<file path="config.mk">
export PLATFORM = sky130hd
export DESIGN_NAME = dr_ram_wrapper
export DESIGN_NICKNAME = d
export VERILOG_FILES = /design/src/rtl/dr_ram_pkg.sv /design/src/rtl/dr_phase_detect.sv /design/src/rtl/dr_to_bin.sv /design/src/rtl/bin_to_dr.sv /design/src/rtl/dr_mem_core.sv /design/src/rtl/dr_ram_wrapper.sv
export SDC_FILE = /design/constraint.sdc
export NUM_CORES = 1
export LEC_CHECK = 0
export BUFFER_PORTS_ARGS = -buffer_cell sky130_fd_sc_hd__buf_2
export CAP_MARGIN = 25
export CORE_ASPECT_RATIO = 1.4
export CORE_MARGIN = 2
export CORE_UTILIZATION = 55
export CTS_CLUSTER_DIAMETER = 80
export DETAILED_ROUTE_END_ITERATION = 10
export PLACE_DENSITY_LB_ADDON = 0.1
export SLEW_MARGIN = 15
export SYNTH_ARGS = -nofsm -noshare
export SYNTH_HDL_FRONTEND = slang
export SYNTH_SLANG_ARGS = --single-unit
</file>
<file path="constraint.sdc">
create_clock -name clk -period 1.9 [get_ports clk]
set_input_delay 0.095 -clock clk [delete_from_list [all_inputs] [get_ports clk]]
set_output_delay 0.095 -clock clk [all_outputs]
set_load 0.01 [all_outputs]
</file>
<file path="src/rtl/dr_ram_pkg.sv">
package dr_ram_pkg;
  typedef enum logic {
    CMD_READ  = 1'b0,
    CMD_WRITE = 1'b1
  } dr_cmd_e;

  localparam int unsigned DEF_ADDR_W = 4;
  localparam int unsigned DEF_DATA_W = 8;
endpackage

</file>
<file path="src/rtl/dr_phase_detect.sv">
module dr_phase_detect #(
  parameter int unsigned N = 13
) (
  input  logic [N-1:0] rail_a,
  input  logic [N-1:0] rail_b,
  output logic         consistent,
  output logic         phase
);
  logic [N-1:0] bit_phase;

  for (genvar i = 0; i < N; i++) begin : g_bit
    assign bit_phase[i] = rail_a[i] ^ rail_b[i];
  end

  assign consistent = (&bit_phase) | ~(|bit_phase);
  assign phase      = bit_phase[0];
endmodule

</file>
<file path="src/rtl/dr_to_bin.sv">
module dr_to_bin #(
  parameter int unsigned N = 8
) (
  input  logic [N-1:0] rail_a,
  input  logic [N-1:0] rail_b,
  output logic [N-1:0] value
);
  logic [N-1:0] unused_b;
  assign unused_b = rail_b;
  assign value    = rail_a;
endmodule

</file>
<file path="src/rtl/bin_to_dr.sv">
module bin_to_dr #(
  parameter int unsigned N = 8
) (
  input  logic [N-1:0] value,
  input  logic         phase,
  output logic [N-1:0] rail_a,
  output logic [N-1:0] rail_b
);
  for (genvar i = 0; i < N; i++) begin : g_bit
    assign rail_a[i] = value[i];
    assign rail_b[i] = value[i] ^ phase;
  end
endmodule

</file>
<file path="src/rtl/dr_mem_core.sv">
module dr_mem_core #(
  parameter int unsigned ADDR_W = 4,
  parameter int unsigned DATA_W = 8
) (
  input  logic              clk,
  input  logic              rst_n,
  input  logic              wr_en,
  input  logic              rd_en,
  input  logic [ADDR_W-1:0] addr,
  input  logic [DATA_W-1:0] wdata,
  output logic [DATA_W-1:0] rdata
);
  localparam int unsigned DEPTH = 1 << ADDR_W;

  logic [DATA_W-1:0] mem [DEPTH];
  logic [DATA_W-1:0] rdata_q;

  always_ff @(posedge clk) begin
    if (wr_en) begin
      mem[addr] <= wdata;
    end
  end

  always_ff @(posedge clk or negedge rst_n) begin
    if (!rst_n) begin
      rdata_q <= '0;
    end else if (rd_en) begin
      rdata_q <= mem[addr];
    end
  end

  assign rdata = rdata_q;
endmodule

</file>
<file path="src/rtl/dr_ram_wrapper.sv">
module dr_ram_wrapper #(
  parameter int unsigned ADDR_W = dr_ram_pkg::DEF_ADDR_W,
  parameter int unsigned DATA_W = dr_ram_pkg::DEF_DATA_W
) (
  input  logic              clk,
  input  logic              rst_n,
  input  logic              cmd_a,
  input  logic              cmd_b,
  input  logic [ADDR_W-1:0] addr_a,
  input  logic [ADDR_W-1:0] addr_b,
  input  logic [DATA_W-1:0] wdat_a,
  input  logic [DATA_W-1:0] wdat_b,
  output logic [DATA_W-1:0] rdat_a,
  output logic [DATA_W-1:0] rdat_b,
  output logic              ack_phase
);
  import dr_ram_pkg::*;

  localparam int unsigned REQ_W = 1 + ADDR_W + DATA_W;

  // reset: asserted asynchronously, released on the clock
  logic [1:0] rst_sync_q;
  logic       rst_sync_n;

  always_ff @(posedge clk or negedge rst_n) begin
    if (!rst_n) begin
      rst_sync_q <= '0;
    end else begin
      rst_sync_q <= {rst_sync_q[0], 1'b1};
    end
  end
  assign rst_sync_n = rst_sync_q[1];

  // consistency of the whole request vector
  logic req_consistent;
  logic req_phase;

  dr_phase_detect #(.N(REQ_W)) u_detect (
    .rail_a     ({cmd_a, addr_a, wdat_a}),
    .rail_b     ({cmd_b, addr_b, wdat_b}),
    .consistent (req_consistent),
    .phase      (req_phase)
  );

  // dual-rail to binary conversion
  logic [REQ_W-1:0] req_bin;

  dr_to_bin #(.N(REQ_W)) u_to_bin (
    .rail_a ({cmd_a, addr_a, wdat_a}),
    .rail_b ({cmd_b, addr_b, wdat_b}),
    .value  (req_bin)
  );

  dr_cmd_e           cmd_bin;
  logic [ADDR_W-1:0] addr_bin;
  logic [DATA_W-1:0] wdat_bin;

  assign cmd_bin  = dr_cmd_e'(req_bin[REQ_W-1]);
  assign addr_bin = req_bin[DATA_W +: ADDR_W];
  assign wdat_bin = req_bin[DATA_W-1:0];

  // acceptance and phase state
  logic ack_q, ack_d;
  logic resp_ph_q, resp_ph_d;
  logic accept, do_wr, do_rd;

  always_comb begin
    accept    = req_consistent & (req_phase != ack_q);
    do_wr     = accept & (cmd_bin == CMD_WRITE);
    do_rd     = accept & (cmd_bin == CMD_READ);
    ack_d     = ack_q;
    resp_ph_d = resp_ph_q;
    if (accept) begin
      ack_d = req_phase;
    end
    if (do_rd) begin
      resp_ph_d = req_phase;
    end
  end

  always_ff @(posedge clk or negedge rst_sync_n) begin
    if (!rst_sync_n) begin
      ack_q     <= 1'b0;
      resp_ph_q <= 1'b0;
    end else begin
      ack_q     <= ack_d;
      resp_ph_q <= resp_ph_d;
    end
  end

  // storage, logical value only
  logic [DATA_W-1:0] rd_word;

  dr_mem_core #(.ADDR_W(ADDR_W), .DATA_W(DATA_W)) u_mem (
    .clk   (clk),
    .rst_n (rst_sync_n),
    .wr_en (do_wr),
    .rd_en (do_rd),
    .addr  (addr_bin),
    .wdata (wdat_bin),
    .rdata (rd_word)
  );

  // binary to dual-rail in the requested phase
  bin_to_dr #(.N(DATA_W)) u_to_dr (
    .value  (rd_word),
    .phase  (resp_ph_q),
    .rail_a (rdat_a),
    .rail_b (rdat_b)
  );

  assign ack_phase = ack_q;
endmodule

</file>
==> results_dict.tcl <==
set metrics [dict create \
    status "finished clean" \
    grt_remaining_overflow 0 \
    fillCellCount 653 \
    routabilityCongestion 0.8177 \
    critPathCaptureType "flip-flop" \
    start_util_pct 56.74 \
    ys_ff_latch 140 \
    final-hold-violation-count 0 \
    clk_path_buf_depth 2 \
    synth_area_per_cell_um2 19.92 \
    numCtsBuffers 17 \
    area_growth_pct 24.31 \
    htreeDepth 4 \
    cts_sinks 140 \
    grt_pass1_vias 3146 \
    rrSetupSlack_ns 0.22 \
    drcViolationCount 0 \
    wl_per_cell_um 24.55 \
    grt_max_degree 38 \
    cp_max_fo 8 \
    grt.total_usage_pct 24.13 \
    drt-initial-drc-count 307 \
    worstSetupPathType "primary input to flip-flop" \
    ys_warn_count 0 \
    ys_types 26 \
    synth_top_cell_area_share_pct 67.70 \
    core_area_um2 10010 \
    max_stage_delay_ns 0.47 \
    hold_path_end "u_mem.mem[0][2]" \
    layout-drive-gt1-share_pct 44.85 \
    relSlewSlack_pct 66.30 \
    num_vias 2982 \
    crit_required_ns 2.02 \
    dp_hpwl_um 8320 \
    netlist_area_um2 5678 \
    dieArea_um2 11160 \
    portBuffers 44 \
    r2r_cells 4 \
    ant_nets 0 \
    num_rows 43 \
    hp-start "wdat_a[2]" \
    grt_pass1_wl_um 19240 \
    clkTransAtPathRegs_ns 0.06 \
    drt_wl_total_um 12620 \
    io_pins 45 \
    num_antenna_cells 0 \
    ir_drop_mv 0.8121 \
    root_buffer "clkbuf_16" \
    syn_inst 285 \
    mappedNetlistNets 313 \
    yosys.area.top_type "edfxtp_1" \
    yosysSeqAreaShare_pct 72.98 \
    pre_cts_ws_ns -0.4220 \
    num-nets-final 394 \
    power_leakage_nw 2.453 \
    finClkSkew_ns 0.006330 \
    post-route-min-period_ns 1.847 \
    setup-violations-final 0 \
    clock_latency_ns 0.42 \
    hp-class "primary input to flip-flop" \
    whs_ns 0.1630 \
    reg2reg_to "u_mem.mem[4][2]" \
    finalCritPeriodShare_pct 97.20 \
    die-height_um 124.2 \
    cts_tree "yes" \
    cp.arrival_ns 1.96 \
    critPathLaunchType "primary input" \
    min_path_cells 2 \
    vias_per_cell 5.802 \
    fp.dieW_um 89.87 \
    critical_path.cell_chain "buf_8 -> xnor2_4 -> nor4_2 -> nand4_1 -> or4_4 -> a21oi_4 -> clkbuf_16 -> and4_4" \
    cap_violations 0 \
    max_freq_mhz 541.5 \
    dr.pass1.iters 4 \
    fin_ws_ns 0.05311 \
    rsz0062_at_grt "true" \
    slew_violations 0 \
    worst_pin_slew_ns 0.5055 \
    synth_area_leaders "edfxtp_1 (68%), mux4_2 (13%), dfrtp_1 (5.3%)" \
    r2r-start "ack_phase" \
    antenna_found_initial 0 \
    cpMaxStageDelayCell "or4_4" \
    power.density_nw_per_um2 990.2 \
]
-- worst max-delay path by stage --
stage,start,to,slack (ns),cells past startpoint
6_report,addr_a[1],u_mem.mem[4][2],0.05,8
2_1_floorplan,addr_a[1],u_mem.mem[10][0],-0.08,7
5_1_grt,addr_a[1],u_mem.mem[4][6],-0.02,8
3_3_place_gp,wdat_a[2],u_mem.mem[1][3],-0.41,8
3_5_place_dp,addr_a[1],u_mem.mem[9][3],-0.42,8
4_1_cts,wdat_a[2],u_mem.mem[13][3],0.0004,8
-- critical path, delay by kind of cell --
kind                   cells  cell delay (ns)
AO/OA/AOI/OAI              1             0.24
buffers and inverters      2             0.31
XOR/XNOR                   1             0.13
AND/OR/NAND/NOR            4             1.17
-- metrics by stage --
step	TNS, ns	instance area, um^2	std cells	power (W)	util, %
after detailed placement	-51.35	6320	477	0.003813	63.15
final	0	7058	514	0.006989	70.53
after CTS	0	6940	512	0.007021	69.35
after global routing	-0.3261	7058	514	0.007212	70.53
after global placement	-49.90	6320	477	0.003810	63.15
after floorplan	-7.056	5753	285	0.003619	-
-- cell usage in the layout (no fill, tap or decap), types with 4 or more instances in the layout --
| cell type | count |
|---|---|
| edfxtp_1 | 128 |
| buf_2 | 40 |
| mux4_2 | 32 |
| buf_4 | 27 |
| clkbuf_16 | 20 |
| xor2_1 | 16 |
| a22oi_1 | 16 |
| and4_4 | 13 |
| dfrtp_1 | 12 |
| nand2_1 | 8 |
| mux2_2 | 6 |
| xnor2_1 | 4 |
| nand4_1 | 4 |
| nor2b_1 | 4 |
| clkinvlp_4 | 4 |
-- cells by family after synthesis --
kind of cell | count (synthesis) | synth area share [%]
compound gates | 22 | 3.063
other cells | 1 | 0.06605
xor+xnor | 23 | 3.548
buf+inv | 16 | 1.146
mux | 40 | 14.28
flops | 140 | 72.98
simple gates | 43 | 4.914
-- sequential cells by signal, indices dropped and copies added, names as in the netlist --
signal	count
ack_phase	1
resp_ph_q	1
rst_sync_q	2
u_mem.mem	128
u_mem.rdata	8
-- Yosys cell counts, drive strengths merged --
library cell / instances
o21a: 1
and2: 2
or4: 1
o31ai: 1
nor4: 4
edfxtp: 128
nor2b: 4
o21ai: 1
nor2: 3
a21oi: 2
xor2: 16
a22oi: 16
conb: 1
a211oi: 1
nand4: 4
and3: 4
mux2: 8
mux4: 32
dfrtp: 12
xnor2: 7
nand2: 8
and4: 13
clkbuf: 11
buf: 5
-- layer usage --
| layer | GRT usage (%) | vias up | part of all wire [%] |
|---|---|---|---|
| met2 | 39.75 | 129 | 52 |
| met1 | 31.98 | 1498 | 40 |
| met5 | 0 | - | 0 |
| met4 | 8.326 | 0 | 1.7 |
| met3 | 5.754 | 14 | 6.5 |
| li1 | - | 1341 | - |
-- cell type report --
| class | count | area [um^2] | area share, % |
|---|---|---|---|
| flip-flops and latches | 140 | 4144 | 58.71 |
| multi-input cells | 129 | 1589 | 22.51 |
| repair buffers | 78 | 566.8 | 8.030 |
| clock buffers | 20 | 479.2 | 6.790 |
| well taps | 135 | 168.9 | 2.393 |
| clock inverters | 12 | 110.1 | 1.560 |
-- power by group --
part / leakage (nW) / internal [W] / switching, W
sequential: 1.31 / 0.00336 / 0.00000532
combinational: 0.867 / 0.000177 / 0.000226
clock: 0.279 / 0.00196 / 0.00126
-- repair_timing --
item,in CTS,in global routing
setup buffers,0,1
gates cloned,0,1
hold endpoints to repair,5,0
hold buffers,3,0
resized for setup,1,24
endpoints found under the setup margin,3,135
pin swaps,0,2
No activity file was read; power rests on OpenSTA's default activity.
